## config.mk

```make
export PLATFORM = sky130hd
export DESIGN_NAME = dsm5_mod
export DESIGN_NICKNAME = d
export VERILOG_FILES = /design/src/rtl/dsm5_pkg.sv /design/src/rtl/dsm5_sat_integ.sv /design/src/rtl/dsm5_quant.sv /design/src/rtl/dsm5_pacer.sv /design/src/rtl/dsm5_mod.sv
export SDC_FILE = /design/constraint.sdc
export NUM_CORES = 1
export LEC_CHECK = 0
export BUFFER_PORTS_ARGS = -buffer_cell sky130_fd_sc_hd__clkbuf_2
export CAP_MARGIN = 20
export CORE_AREA = 2 2 152 154
export CTS_CLUSTER_SIZE = 30
export DETAILED_ROUTE_END_ITERATION = 8
export DIE_AREA = 0 0 154 156
export PLACE_DENSITY = 0.65
export SYNTH_ARGS = -nofsm -noshare
export SYNTH_HDL_FRONTEND = slang
export SYNTH_HIERARCHICAL = 1
export SYNTH_SLANG_ARGS = --single-unit
export TNS_END_PERCENT = 1
```

## constraint.sdc

```tcl
create_clock -name clk -period 9.1 [get_ports clk]
set_input_delay 0 -clock clk [delete_from_list [all_inputs] [get_ports clk]]
set_output_delay 0 -clock clk [all_outputs]
set_load 0.02 [all_outputs]
```

## src/rtl/dsm5_pkg.sv

```systemverilog
package dsm5_pkg;
  localparam int unsigned CODE_W = 3;
  localparam int unsigned NUM_LEVELS = 5;
  typedef logic [CODE_W-1:0] code_t;
  localparam code_t MID_CODE = code_t'(2);
  localparam code_t TOP_CODE = code_t'(NUM_LEVELS - 1);
endpackage

```

## src/rtl/dsm5_sat_integ.sv

```systemverilog
module dsm5_sat_integ #(
  parameter int unsigned W = 22
) (
  input  logic                clk,
  input  logic                rst,
  input  logic                clr,
  input  logic                en,
  input  logic signed [W-1:0] din,
  output logic signed [W-1:0] q
);
  localparam logic signed [W-1:0] MAX_V = {1'b0, {(W-1){1'b1}}};
  localparam logic signed [W-1:0] MIN_V = {1'b1, {(W-1){1'b0}}};

  logic signed [W:0] sum;
  logic signed [W-1:0] nxt;

  assign sum = {q[W-1], q} + {din[W-1], din};

  always_comb begin
    if (sum[W] != sum[W-1]) nxt = sum[W] ? MIN_V : MAX_V;
    else                    nxt = sum[W-1:0];
  end

  always_ff @(posedge clk) begin
    if (rst || clr) q <= '0;
    else if (en)    q <= nxt;
  end
endmodule

```

## src/rtl/dsm5_quant.sv

```systemverilog
module dsm5_quant
  import dsm5_pkg::*;
#(
  parameter int unsigned VW     = 24,
  parameter int unsigned FW     = 22,
  parameter int unsigned DATA_W = 18
) (
  input  logic signed [VW-1:0] v,
  output code_t                code,
  output logic signed [FW-1:0] fb
);
  localparam int STEP = 1 << (DATA_W - 2);
  localparam logic signed [VW-1:0] TH_HI  = VW'((3 * STEP) / 2);
  localparam logic signed [VW-1:0] TH_MHI = VW'(STEP / 2);
  localparam logic signed [VW-1:0] TH_MLO = VW'(-(STEP / 2));
  localparam logic signed [VW-1:0] TH_LO  = VW'(-((3 * STEP) / 2));

  always_comb begin
    if (v >= TH_HI)       code = code_t'(4);
    else if (v >= TH_MHI) code = code_t'(3);
    else if (v > TH_MLO)  code = code_t'(2);
    else if (v > TH_LO)   code = code_t'(1);
    else                  code = code_t'(0);
  end

  always_comb begin
    case (code)
      code_t'(0): fb = FW'(-2 * STEP);
      code_t'(1): fb = FW'(-STEP);
      code_t'(3): fb = FW'(STEP);
      code_t'(4): fb = FW'(2 * STEP);
      default:    fb = '0;
    endcase
  end
endmodule

```

## src/rtl/dsm5_pacer.sv

```systemverilog
module dsm5_pacer #(
  parameter int unsigned DATA_W    = 18,
  parameter int unsigned HOLD_SLOW = 8,
  parameter int unsigned HOLD_FAST = 6
) (
  input  logic                     clk,
  input  logic                     rst,
  input  logic                     sample_valid,
  input  logic signed [DATA_W-1:0] sample_in,
  input  logic                     rate_sel,
  output logic signed [DATA_W-1:0] x_q,
  output logic                     step
);
  localparam int unsigned HOLD_MAX = (HOLD_SLOW > HOLD_FAST) ? HOLD_SLOW : HOLD_FAST;
  localparam int unsigned CNT_W = $clog2(HOLD_MAX + 1);

  logic [CNT_W-1:0] remain;

  assign step = (remain != '0);

  always_ff @(posedge clk) begin
    if (rst) begin
      remain <= '0;
      x_q    <= '0;
    end else if (sample_valid) begin
      remain <= rate_sel ? CNT_W'(HOLD_FAST) : CNT_W'(HOLD_SLOW);
      x_q    <= sample_in;
    end else if (step) begin
      remain <= remain - 1'b1;
    end
  end
endmodule

```

## src/rtl/dsm5_mod.sv

```systemverilog
module dsm5_mod
  import dsm5_pkg::*;
#(
  parameter int unsigned DATA_W    = 18,
  parameter int unsigned GUARD_W   = 4,
  parameter int unsigned HOLD_SLOW = 8,
  parameter int unsigned HOLD_FAST = 6,
  parameter int unsigned SH_I1     = 0,
  parameter int unsigned SH_I2     = 1,
  parameter int unsigned SH_I3     = 3
) (
  input  logic              clk,
  input  logic              rst,
  input  logic [DATA_W-1:0] sample_in,
  input  logic              sample_valid,
  input  logic              rate_sel,
  input  logic              force_mid,
  output logic [CODE_W-1:0] level_code,
  output logic              level_valid
);
  localparam int unsigned ACC_W = DATA_W + GUARD_W;
  localparam int unsigned VW = ACC_W + 2;
  localparam int unsigned NUM_INTEG = 3;
  localparam int unsigned SHIFTS [NUM_INTEG] = '{SH_I1, SH_I2, SH_I3};

  logic signed [DATA_W-1:0] x_q;
  logic                     step;
  logic signed [ACC_W-1:0]  x_acc;
  logic signed [ACC_W-1:0]  fb_acc;
  logic signed [ACC_W-1:0]  err_acc;
  logic signed [ACC_W-1:0]  stage_in [NUM_INTEG];
  logic signed [ACC_W-1:0]  intg_q   [NUM_INTEG];
  logic signed [VW-1:0]     loop_sum;
  code_t                    q_code;

  dsm5_pacer #(
    .DATA_W(DATA_W), .HOLD_SLOW(HOLD_SLOW), .HOLD_FAST(HOLD_FAST)
  ) u_pacer (
    .clk(clk), .rst(rst), .sample_valid(sample_valid),
    .sample_in(sample_in), .rate_sel(rate_sel),
    .x_q(x_q), .step(step)
  );

  assign x_acc   = {{GUARD_W{x_q[DATA_W-1]}}, x_q};
  assign err_acc = x_acc - fb_acc;

  for (genvar k = 0; k < NUM_INTEG; k++) begin : g_integ
    if (k == 0) begin : g_first
      assign stage_in[k] = err_acc;
    end else begin : g_chain
      assign stage_in[k] = intg_q[k-1];
    end
    dsm5_sat_integ #(.W(ACC_W)) u_int (
      .clk(clk), .rst(rst), .clr(force_mid), .en(step),
      .din(stage_in[k]), .q(intg_q[k])
    );
  end

  always_comb begin
    logic signed [ACC_W-1:0] shifted;
    loop_sum = {{(VW-ACC_W){x_acc[ACC_W-1]}}, x_acc};
    for (int k = 0; k < NUM_INTEG; k++) begin
      shifted  = intg_q[k] >>> SHIFTS[k];
      loop_sum = loop_sum + {{(VW-ACC_W){shifted[ACC_W-1]}}, shifted};
    end
  end

  dsm5_quant #(.VW(VW), .FW(ACC_W), .DATA_W(DATA_W)) u_quant (
    .v(loop_sum), .code(q_code), .fb(fb_acc)
  );

  always_ff @(posedge clk) begin
    if (rst) begin
      level_valid <= 1'b0;
      level_code  <= MID_CODE;
    end else begin
      level_valid <= step;
      if (step) level_code <= force_mid ? MID_CODE : q_code;
    end
  end
endmodule

```

==> flow_summary.html, run 1 <==
<table>
<tr><th>Metric</th><th>Value</th></tr>
<tr><th colspan="2">Status</th></tr>
<tr><td>Status</td><td>finished clean</td></tr>
<tr><th colspan="2">Final layout</th></tr>
<tr><td>Most frequent standard cell in the layout excluding fill and tap cells</td><td>sky130_fd_sc_hd__inv_1</td></tr>
<tr><td>Most frequent cells in the layout</td><td>sky130_fd_sc_hd__inv_1, sky130_fd_sc_hd__a21oi_1, sky130_fd_sc_hd__ha_1</td></tr>
<tr><td>Number of nets at the end of the flow</td><td>around 1.6k</td></tr>
<tr><td>Fraction of final layout cells sized beyond drive strength 1</td><td>0.0923</td></tr>
<tr><td>Antenna cells</td><td>0</td></tr>
<tr><td>Final cell utilization of the core</td><td>0.524</td></tr>
<tr><td>Area overhead of the layout relative to synthesis</td><td>6.71%</td></tr>
<tr><th colspan="2">Synth</th></tr>
<tr><td>Synthesized area per cell</td><td>roughly 7.9 um^2</td></tr>
<tr><td>Share of flip-flops with an asynchronous set or reset</td><td>0</td></tr>
<tr><td>Area leader, netlist</td><td>sky130_fd_sc_hd__dfxtp_1</td></tr>
<tr><td>Synth warnings</td><td>6</td></tr>
<tr><td>Dominant cells by area after synthesis</td><td>sky130_fd_sc_hd__dfxtp_1, sky130_fd_sc_hd__ha_1, sky130_fd_sc_hd__fa_1</td></tr>
<tr><td>Unique masters post-synth</td><td>just under 100</td></tr>
<tr><td>Post-Syn Area</td><td>between 10000 and 15000 um^2</td></tr>
<tr><td>Count of state elements after synthesis</td><td>just over 90</td></tr>
<tr><td>EDFF count, synth</td><td>0</td></tr>
<tr><td>Top cell type's share of synthesized area</td><td>0.168</td></tr>
<tr><td>Prevailing post-synth register cell</td><td>sky130_fd_sc_hd__dfxtp_1</td></tr>
<tr><td>Synth Instances</td><td>between 1k and 1.5k</td></tr>
<tr><td>Seq/Total Area, Yosys</td><td>0.168</td></tr>
<tr><th colspan="2">Route</th></tr>
<tr><td>Total via count in the routed design</td><td>9630</td></tr>
<tr><td>DRC violation count after routing</td><td>0</td></tr>
<tr><td>Number of design-rule violations left by the first detailed-router iteration</td><td>705</td></tr>
<tr><td>Routed wire per std cell</td><td>16.0 um</td></tr>
<tr><td>Drt first pass iters</td><td>5</td></tr>
<tr><td>Avg Vias per Cell</td><td>~5.7</td></tr>
<tr><td>Number of routed nets with antenna violations</td><td>0</td></tr>
<tr><td>Post-Route WL</td><td>27.1 mm</td></tr>
<tr><th colspan="2">Global route</th></tr>
<tr><td>Initial antenna violation count</td><td>0</td></tr>
<tr><td>Gr ovfl total</td><td>0</td></tr>
<tr><td>Maximum number of pins on one net before global-route repair</td><td>approximately 70</td></tr>
<tr><td>Wire length of the first global-routing pass</td><td>between 40 and 50 mm</td></tr>
<tr><td>Total routing resource utilization after global routing</td><td>0.226</td></tr>
<tr><td>Vias in the first global route</td><td>8806</td></tr>
<tr><th colspan="2">Min path</th></tr>
<tr><td>Number of cells on the worst hold path</td><td>2</td></tr>
<tr><td>Hold path startpoint</td><td>force_mid</td></tr>
<tr><td>Class of the tightest hold or removal check</td><td>input pin to flip-flop</td></tr>
<tr><td>Worst Hold Path EP</td><td>g_integ[2].u_int/q[21]$_SDFFE_PP0P_</td></tr>
<tr><th colspan="2">Worst setup path</th></tr>
<tr><td>Cell with the most instances on the worst path</td><td>sky130_fd_sc_hd__inv_1</td></tr>
<tr><td>Number of gates on the worst path with buffers counted</td><td>33</td></tr>
<tr><td>Destination of the worst register-to-register timing path</td><td>g_integ[0].u_int/q[18]$_SDFFE_PP0P_</td></tr>
<tr><td>Internal reg-to-reg setup slack</td><td>approximately 0.8 ns</td></tr>
<tr><td>Max FO, Critical Path</td><td>19</td></tr>
<tr><td>Worst stage delay on the critical path</td><td>roughly 0.60 ns</td></tr>
<tr><td>Worst Setup Start Kind</td><td>flip-flop</td></tr>
<tr><td>Critical path arrival</td><td>about 8.5 ns</td></tr>
<tr><td>Critical path class</td><td>flip-flop to flip-flop</td></tr>
<tr><td>Reg-to-Reg Start</td><td>u_pacer/x_q[1]$_SDFFE_PP0P_</td></tr>
<tr><td>Sort of element at the end of the critical path</td><td>flip-flop</td></tr>
<tr><td>Reg2reg path depth</td><td>33</td></tr>
<tr><td>Bufs and invs on worst path</td><td>4</td></tr>
<tr><td>Dominant delay contributor by cell family on the critical path</td><td>simple AND/OR/NAND/NOR gates</td></tr>
<tr><td>Master of the slowest instance on the critical path</td><td>sky130_fd_sc_hd__or4_1</td></tr>
<tr><td>CP Data Required Time</td><td>9.32 ns</td></tr>
<tr><th colspan="2">Floorplanning</th></tr>
<tr><td>Initial standard-cell utilization of the core</td><td>0.491</td></tr>
<tr><td>Number of top-level pins</td><td>27</td></tr>
<tr><td>Die height</td><td>~160 um</td></tr>
<tr><td>Number of rows created at floorplan</td><td>between 50 and 60</td></tr>
<tr><td>Area of the core</td><td>22400 um^2</td></tr>
<tr><td>Die outline area</td><td>~24000 um^2</td></tr>
<tr><td>Die Span X</td><td>approximately 150 um</td></tr>
<tr><th colspan="2">Clocking</th></tr>
<tr><td>TritonCTS clock tree</td><td>done</td></tr>
<tr><td>Number of buffers created by CTS</td><td>9</td></tr>
<tr><td>Register clock-pin slew on the reported worst setup and hold paths</td><td>~0.07 ns</td></tr>
<tr><td>Worst-case clock buffer depth</td><td>2</td></tr>
<tr><td>Sinks on Clock Net</td><td>92</td></tr>
<tr><td>H-tree depth</td><td>3</td></tr>
<tr><td>Worst skew pair latency</td><td>between 0.3 and 0.4 ns</td></tr>
<tr><td>Master cell of the clock root buffer</td><td>sky130_fd_sc_hd__clkbuf_16</td></tr>
<tr><th colspan="2">Timing</th></tr>
<tr><td>Time the final worst path needs with I/O delays and setup</td><td>~8.3 ns</td></tr>
<tr><td>Post-route clock period utilization</td><td>0.913</td></tr>
<tr><td>FMAX</td><td>120 MHz</td></tr>
<tr><td>Final total negative setup slack</td><td>0 ns</td></tr>
<tr><td>Final count of hold timing violations</td><td>0</td></tr>
<tr><td>Worst slew pin tran</td><td>1.03 ns</td></tr>
<tr><td>Endpoints failing setup</td><td>0</td></tr>
<tr><td>Worst rel slew slack</td><td>0.315</td></tr>
<tr><td>Clock tree skew after final layout</td><td>around 0.012 ns</td></tr>
<tr><td>Max Transition Viols Final</td><td>0</td></tr>
<tr><td>RSZ-0062 raised after global routing</td><td>no</td></tr>
<tr><th colspan="2">Power and ir drop</th></tr>
<tr><td>Maximum VDD drop</td><td>around 0.19 mV</td></tr>
<tr><td>Overall power of the completed layout</td><td>between 0.002 and 0.003 W</td></tr>
<tr><td>Cell leakage power</td><td>about 5.4 nW</td></tr>
<tr><td>Power density of the placed cells</td><td>225 nW/um^2</td></tr>
<tr><th colspan="2">Placed design</th></tr>
<tr><td>Post-DP HPWL</td><td>between 20 and 25 mm</td></tr>
<tr><td>Number of I/O port buffers</td><td>26</td></tr>
<tr><td>Gpl congestion</td><td>0.963</td></tr>
<tr><th colspan="2">Job</th></tr>
<tr><td>Max-Cap Viols</td><td>0</td></tr>
</table>
## power by group
group | internal [W] | switching [W]
registers | 0.000460 | 0.0000792
clock network | 0.000215 | 0.000177
logic | 0.000693 | 0.00102
## sequential cells by signal, summed over array words and instances, names as in the netlist
register,count
g_integ.u_int/q,66
u_pacer/x_q,18
u_pacer/remain,4
level_code,3
level_valid,1
## per-stage QoR
| stage | cells | hold slack [ns] | setup WS (ns) | cell area (um^2) |
|---|---|---|---|---|
| final | 1693 | 0.000281 | 0.789 | 11700 |
| after detailed placement | 1658 | 0.237 | 0.761 | 11200 |
| after floorplan | 1400 | 0.0716 | 1.68 | 11000 |
| after CTS | 1692 | 0.00886 | 0.715 | 11700 |
| after global placement | 1658 | 0.230 | 0.822 | 11200 |
| after global routing | 1693 | 0.0153 | 0.155 | 11700 |
## synth_stat cells, types with 4 or more instances
master,instances
sky130_fd_sc_hd__a2111oi_0,4
sky130_fd_sc_hd__nand3b_1,6
sky130_fd_sc_hd__o21ai_2,4
sky130_fd_sc_hd__a31oi_1,15
sky130_fd_sc_hd__fa_1,47
sky130_fd_sc_hd__clkbuf_1,21
sky130_fd_sc_hd__buf_2,8
sky130_fd_sc_hd__o31ai_1,4
sky130_fd_sc_hd__xor2_1,35
sky130_fd_sc_hd__a21oi_1,121
sky130_fd_sc_hd__inv_1,157
sky130_fd_sc_hd__a211o_1,8
sky130_fd_sc_hd__nor2b_1,20
sky130_fd_sc_hd__nand2b_1,11
sky130_fd_sc_hd__nand2_1,86
sky130_fd_sc_hd__o21a_1,14
sky130_fd_sc_hd__mux2i_1,20
sky130_fd_sc_hd__a21o_1,48
sky130_fd_sc_hd__nor3_1,21
sky130_fd_sc_hd__nand4_1,9
sky130_fd_sc_hd__or2_2,9
sky130_fd_sc_hd__nor2_1,104
sky130_fd_sc_hd__buf_4,23
sky130_fd_sc_hd__ha_1,112
sky130_fd_sc_hd__o21ai_0,103
sky130_fd_sc_hd__a311oi_1,5
sky130_fd_sc_hd__xnor2_1,53
sky130_fd_sc_hd__o211ai_1,17
sky130_fd_sc_hd__nand3_1,22
sky130_fd_sc_hd__nor4_1,5
sky130_fd_sc_hd__dfxtp_1,92
sky130_fd_sc_hd__a211oi_1,16
sky130_fd_sc_hd__a21oi_2,33
sky130_fd_sc_hd__or3_1,8
sky130_fd_sc_hd__and2_1,6
sky130_fd_sc_hd__o22ai_1,7
sky130_fd_sc_hd__nor4b_1,5
sky130_fd_sc_hd__o21ai_1,16
sky130_fd_sc_hd__and3_1,8
## metal layers
metal / track usage / routed length (um) / vias to the layer above
met1: 0.319 / 13600 / 4531
met4: 0.0441 / 311 / 0
met3: 0.0275 / 930 / 18
li1: - / - / 4913
met2: 0.374 / 12300 / 168
met5: 0 / 0 / -
## layout make-up
class	instances	area [um^2]
fill	2179	10600
multi-input combinational	1091	8250
sequential	92	1840
inverter	158	593
timing repair buffer	52	380
tap	285	357
clock buffer	9	225
clock inverter	6	72.6
## what timing repair did
item / CTS / global route
hold buffers: 19 / 0
resized for setup: 0 / 1
buffers inserted: 0 / 0
hold endpoints to repair: 21 / 0
setup endpoints to repair: 0 / 1
## worst max path at each step
| stage | from | end | slack (ns) |
|---|---|---|---|
| 2_1_floorplan | u_pacer/x_q[1]$_SDFFE_PP0P_ | g_integ[0].u_int/q[10]$_SDFFE_PP0P_ | 1.68 |
| 3_3_place_gp | u_pacer/x_q[1]$_SDFFE_PP0P_ | g_integ[0].u_int/q[0]$_SDFFE_PP0P_ | 0.82 |
| 3_5_place_dp | u_pacer/x_q[1]$_SDFFE_PP0P_ | g_integ[0].u_int/q[18]$_SDFFE_PP0P_ | 0.76 |
| 4_1_cts | u_pacer/x_q[1]$_SDFFE_PP0P_ | g_integ[0].u_int/q[18]$_SDFFE_PP0P_ | 0.71 |
| 5_1_grt | u_pacer/x_q[17]$_SDFFE_PP0P_ | g_integ[0].u_int/q[18]$_SDFFE_PP0P_ | 0.16 |
| 6_report | u_pacer/x_q[1]$_SDFFE_PP0P_ | g_integ[0].u_int/q[18]$_SDFFE_PP0P_ | 0.79 |
## kinds of logic after synthesis
kind of cell,Yosys count,share of synthesized area
flops,92,0.168
mux,21,0.0196
simple gates,342,0.157
other cells,1,0.000342
buf+inv,217,0.0881
fa+ha+maj,159,0.213
compound gates,465,0.284
xor+xnor,88,0.0702
Power figures use the tool's default switching activity.
==> inputs of run 2 (changes only) <==
==> constraint.sdc (replaced) <==
create_clock -name clk -period 8.1 [get_ports clk]
set_input_delay 0 -clock clk [delete_from_list [all_inputs] [get_ports clk]]
set_output_delay 0 -clock clk [all_outputs]
set_load 0.02 [all_outputs]
==> flow_summary.html, run 2 (synthesis results as in run 1) <==
<table>
<tr><th>Metric</th><th>Value</th></tr>
<tr><th colspan="2">Final layout</th></tr>
<tr><td>Final cell utilization of the core</td><td>0.537 (+0.0129)</td></tr>
<tr><td>Most frequent cells in the layout</td><td>sky130_fd_sc_hd__inv_1, sky130_fd_sc_hd__a21oi_1, sky130_fd_sc_hd__ha_1</td></tr>
<tr><td>Design area</td><td>12000 um^2 (+2.5%)</td></tr>
<tr><td>Number of nets at the end of the flow</td><td>1611 (+1.6%)</td></tr>
<tr><td>Most frequent standard cell in the layout excluding fill and tap cells</td><td>sky130_fd_sc_hd__inv_1</td></tr>
<tr><td>Fraction of final layout cells sized beyond drive strength 1</td><td>0.121 (+0.0283)</td></tr>
<tr><td>Largest registers ranked by flip-flop count</td><td>g_integ.u_int/q x66, u_pacer/x_q x18, u_pacer/remain x4</td></tr>
<tr><td>Antenna cells</td><td>0 (unchanged)</td></tr>
<tr><td>Max reg flops</td><td>66 (unchanged)</td></tr>
<tr><td>Area overhead of the layout relative to synthesis</td><td>9.35%</td></tr>
<tr><td>Register with the highest flop count</td><td>g_integ.u_int/q</td></tr>
<tr><th colspan="2">Worst setup path</th></tr>
<tr><td>Critical path arrival</td><td>8.00 ns (-0.53 ns)</td></tr>
<tr><td>Master of the slowest instance on the critical path</td><td>sky130_fd_sc_hd__fa_1</td></tr>
<tr><td>Max FO, Critical Path</td><td>8 (-11)</td></tr>
<tr><td>Worst stage delay on the critical path</td><td>0.53 ns (-0.07 ns)</td></tr>
<tr><td>Worst Setup Start Kind</td><td>flip-flop</td></tr>
<tr><td>Sort of element at the end of the critical path</td><td>flip-flop</td></tr>
<tr><td>Internal reg-to-reg setup slack</td><td>0.36 ns (-0.43 ns)</td></tr>
<tr><td>CP Data Required Time</td><td>8.35 ns (-0.97 ns)</td></tr>
<tr><td>Critical path class</td><td>flip-flop to flip-flop</td></tr>
<tr><th colspan="2">Placed design</th></tr>
<tr><td>Post-DP HPWL</td><td>21.6 mm (+1.3%)</td></tr>
<tr><td>Number of I/O port buffers</td><td>26 (unchanged)</td></tr>
<tr><td>Gpl congestion</td><td>0.910 (-5.5%)</td></tr>
<tr><td>Instance area after placement</td><td>11400 um^2 (+1.4%)</td></tr>
<tr><th colspan="2">Power and ir drop</th></tr>
<tr><td>Power density of the placed cells</td><td>263 nW/um^2 (+17%)</td></tr>
<tr><td>Cell leakage power</td><td>5.53 nW (+3.0%)</td></tr>
<tr><td>Maximum VDD drop</td><td>0.164 mV (-12%)</td></tr>
<tr><th colspan="2">Route</th></tr>
<tr><td>Total via count in the routed design</td><td>9798 (+1.7%)</td></tr>
<tr><td>Post-Route WL</td><td>27.8 mm (+2.7%)</td></tr>
<tr><td>Avg Vias per Cell</td><td>5.70 (+0.21%)</td></tr>
<tr><td>Routed wire per std cell</td><td>16.2 um (+1.2%)</td></tr>
<tr><td>Number of design-rule violations left by the first detailed-router iteration</td><td>810 (+15%)</td></tr>
<tr><td>DRC violation count after routing</td><td>0 (unchanged)</td></tr>
<tr><td>Number of routed nets with antenna violations</td><td>0 (unchanged)</td></tr>
<tr><td>Drt first pass iters</td><td>5 (unchanged)</td></tr>
<tr><th colspan="2">Global route</th></tr>
<tr><td>Maximum number of pins on one net before global-route repair</td><td>72 (unchanged)</td></tr>
<tr><td>Total routing resource utilization after global routing</td><td>0.228 (+0.00213)</td></tr>
<tr><td>Wire length of the first global-routing pass</td><td>44.8 mm (+1.0%)</td></tr>
<tr><td>Initial antenna violation count</td><td>0 (unchanged)</td></tr>
<tr><td>Vias in the first global route</td><td>8870 (+0.73%)</td></tr>
<tr><td>Gr ovfl total</td><td>0 (unchanged)</td></tr>
<tr><th colspan="2">Clocking</th></tr>
<tr><td>H-tree depth</td><td>3 (unchanged)</td></tr>
<tr><td>Sinks on Clock Net</td><td>92 (unchanged)</td></tr>
<tr><td>Worst skew pair latency</td><td>0.36 ns (about the same)</td></tr>
<tr><td>Worst-case clock buffer depth</td><td>2 (unchanged)</td></tr>
<tr><td>Register clock-pin slew on the reported worst setup and hold paths</td><td>0.08 ns (about the same)</td></tr>
<tr><td>TritonCTS clock tree</td><td>done</td></tr>
<tr><td>Number of buffers created by CTS</td><td>9 (unchanged)</td></tr>
<tr><td>Master cell of the clock root buffer</td><td>sky130_fd_sc_hd__clkbuf_16</td></tr>
<tr><th colspan="2">Min path</th></tr>
<tr><td>Class of the tightest hold or removal check</td><td>input pin to flip-flop</td></tr>
<tr><th colspan="2">Timing</th></tr>
<tr><td>Hold Slack</td><td>0.132 ns (+0.131 ns)</td></tr>
<tr><td>Worst slew pin tran</td><td>1.04 ns (+0.0140 ns)</td></tr>
<tr><td>Post-route clock period utilization</td><td>0.956 (+0.0426)</td></tr>
<tr><td>Worst rel slew slack</td><td>0.305 (-0.00936)</td></tr>
<tr><td>Endpoints failing setup</td><td>0 (unchanged)</td></tr>
<tr><td>FMAX</td><td>129 MHz (+7.3%)</td></tr>
<tr><td>Clock tree skew after final layout</td><td>0.0143 ns (+0.00197 ns)</td></tr>
<tr><td>Max Transition Viols Final</td><td>0 (unchanged)</td></tr>
<tr><td>Final count of hold timing violations</td><td>0 (unchanged)</td></tr>
<tr><td>Time the final worst path needs with I/O delays and setup</td><td>7.74 ns (-0.568 ns)</td></tr>
<tr><th colspan="2">Floorplanning</th></tr>
<tr><td>Die Span X</td><td>154 um (unchanged)</td></tr>
<tr><td>Number of rows created at floorplan</td><td>55 (unchanged)</td></tr>
<tr><td>Die height</td><td>156 um (unchanged)</td></tr>
<tr><td>Area of the core</td><td>22400 um^2 (unchanged)</td></tr>
<tr><td>Initial standard-cell utilization of the core</td><td>0.491 (unchanged)</td></tr>
<tr><td>Number of top-level pins</td><td>27 (unchanged)</td></tr>
<tr><td>Die outline area</td><td>24000 um^2 (unchanged)</td></tr>
<tr><th colspan="2">Job</th></tr>
<tr><td>Max-Cap Viols</td><td>0 (unchanged)</td></tr>
<tr><th colspan="2">Status</th></tr>
<tr><td>Status</td><td>finished clean</td></tr>
</table>
## run 2: cell types whose count changed in the layout (fill, tap and decap cells not counted), moves of 2 or more
cell	delta
sky130_fd_sc_hd__nor3_2	+3
sky130_fd_sc_hd__dfxtp_2	+2
sky130_fd_sc_hd__buf_4	+21
sky130_fd_sc_hd__dfxtp_1	-2
sky130_fd_sc_hd__ha_2	+3
sky130_fd_sc_hd__nor3_1	-3
sky130_fd_sc_hd__ha_1	-3
sky130_fd_sc_hd__mux2_4	+2
## run 2: final cells by class
type                    instances  area, um^2
clock buffers                   9         225
clock inverters                 7        65.1
fillers                      2136       10400
inverters                     158         593
multi-input cells            1093        8350
flip-flops and latches         92        1840
well taps                     285         357
repair buffers                 75         568
## run 2: repair_timing
item                                    CTS  global route
hold buffers                             20             0
endpoints found under the setup margin    0            22
hold endpoints to repair                 22             0
gates resized for setup                   0            23
setup buffers                             0             3
## run 2: power breakdown
| group | switching [W] | internal (W) | total [W] |
|---|---|---|---|
| Combinational | 0.00121 | 0.000904 | 0.00212 |
| Sequential | 0.0000908 | 0.000517 | 0.000608 |
| Clock | 0.000213 | 0.000216 | 0.000429 |
| Total | 0.00152 | 0.00164 | 0.00316 |
## run 2: worst paths after layout
check,start,to,cells after the start
setup / recovery,u_pacer/x_q[16]$_SDFFE_PP0P_,g_integ[0].u_int/q[12]$_SDFFE_PP0P_,32
hold / removal,rst,u_pacer/x_q[16]$_SDFFE_PP0P_,3
setup reg to reg,u_pacer/x_q[16]$_SDFFE_PP0P_,g_integ[0].u_int/q[12]$_SDFFE_PP0P_,32
hold reg to reg,g_integ[2].u_int/q[12]$_SDFFE_PP0P_,g_integ[2].u_int/q[12]$_SDFFE_PP0P_,2
## run 2: layer usage
metal	global-route usage	vias to the layer above	part of all wire	routed length (um)
met1	0.319	4608	0.49	13700
met5	0	-	0	0
li1	-	4959	-	-
met3	0.0283	26	0.039	1100
met4	0.0579	0	0.020	553
met2	0.374	205	0.45	12500
## run 2: critical path: cells and delay by family, from the launching register on
kind | cells | cell delay, ns
buffers and inverters | 4 | 0.38
DFF | 1 | 0.47
adders and majority gates | 5 | 1.98
muxes | 1 | 0.38
and+or+nand+nor | 10 | 2.09
AOI/OAI and AO/OA | 12 | 2.32
## run 2: per-stage QoR
stage	TNS [ns]	worst slack, ns	power, W	instances
after floorplan	0	0.680	0.00218	1400
after global placement	0	0.268	0.00256	1677
after detailed placement	0	0.159	0.00258	1678
after CTS	0	0.103	0.00303	1714
after global routing	-0.359	-0.0415	0.00343	1719
final	0	0.357	0.00316	1719
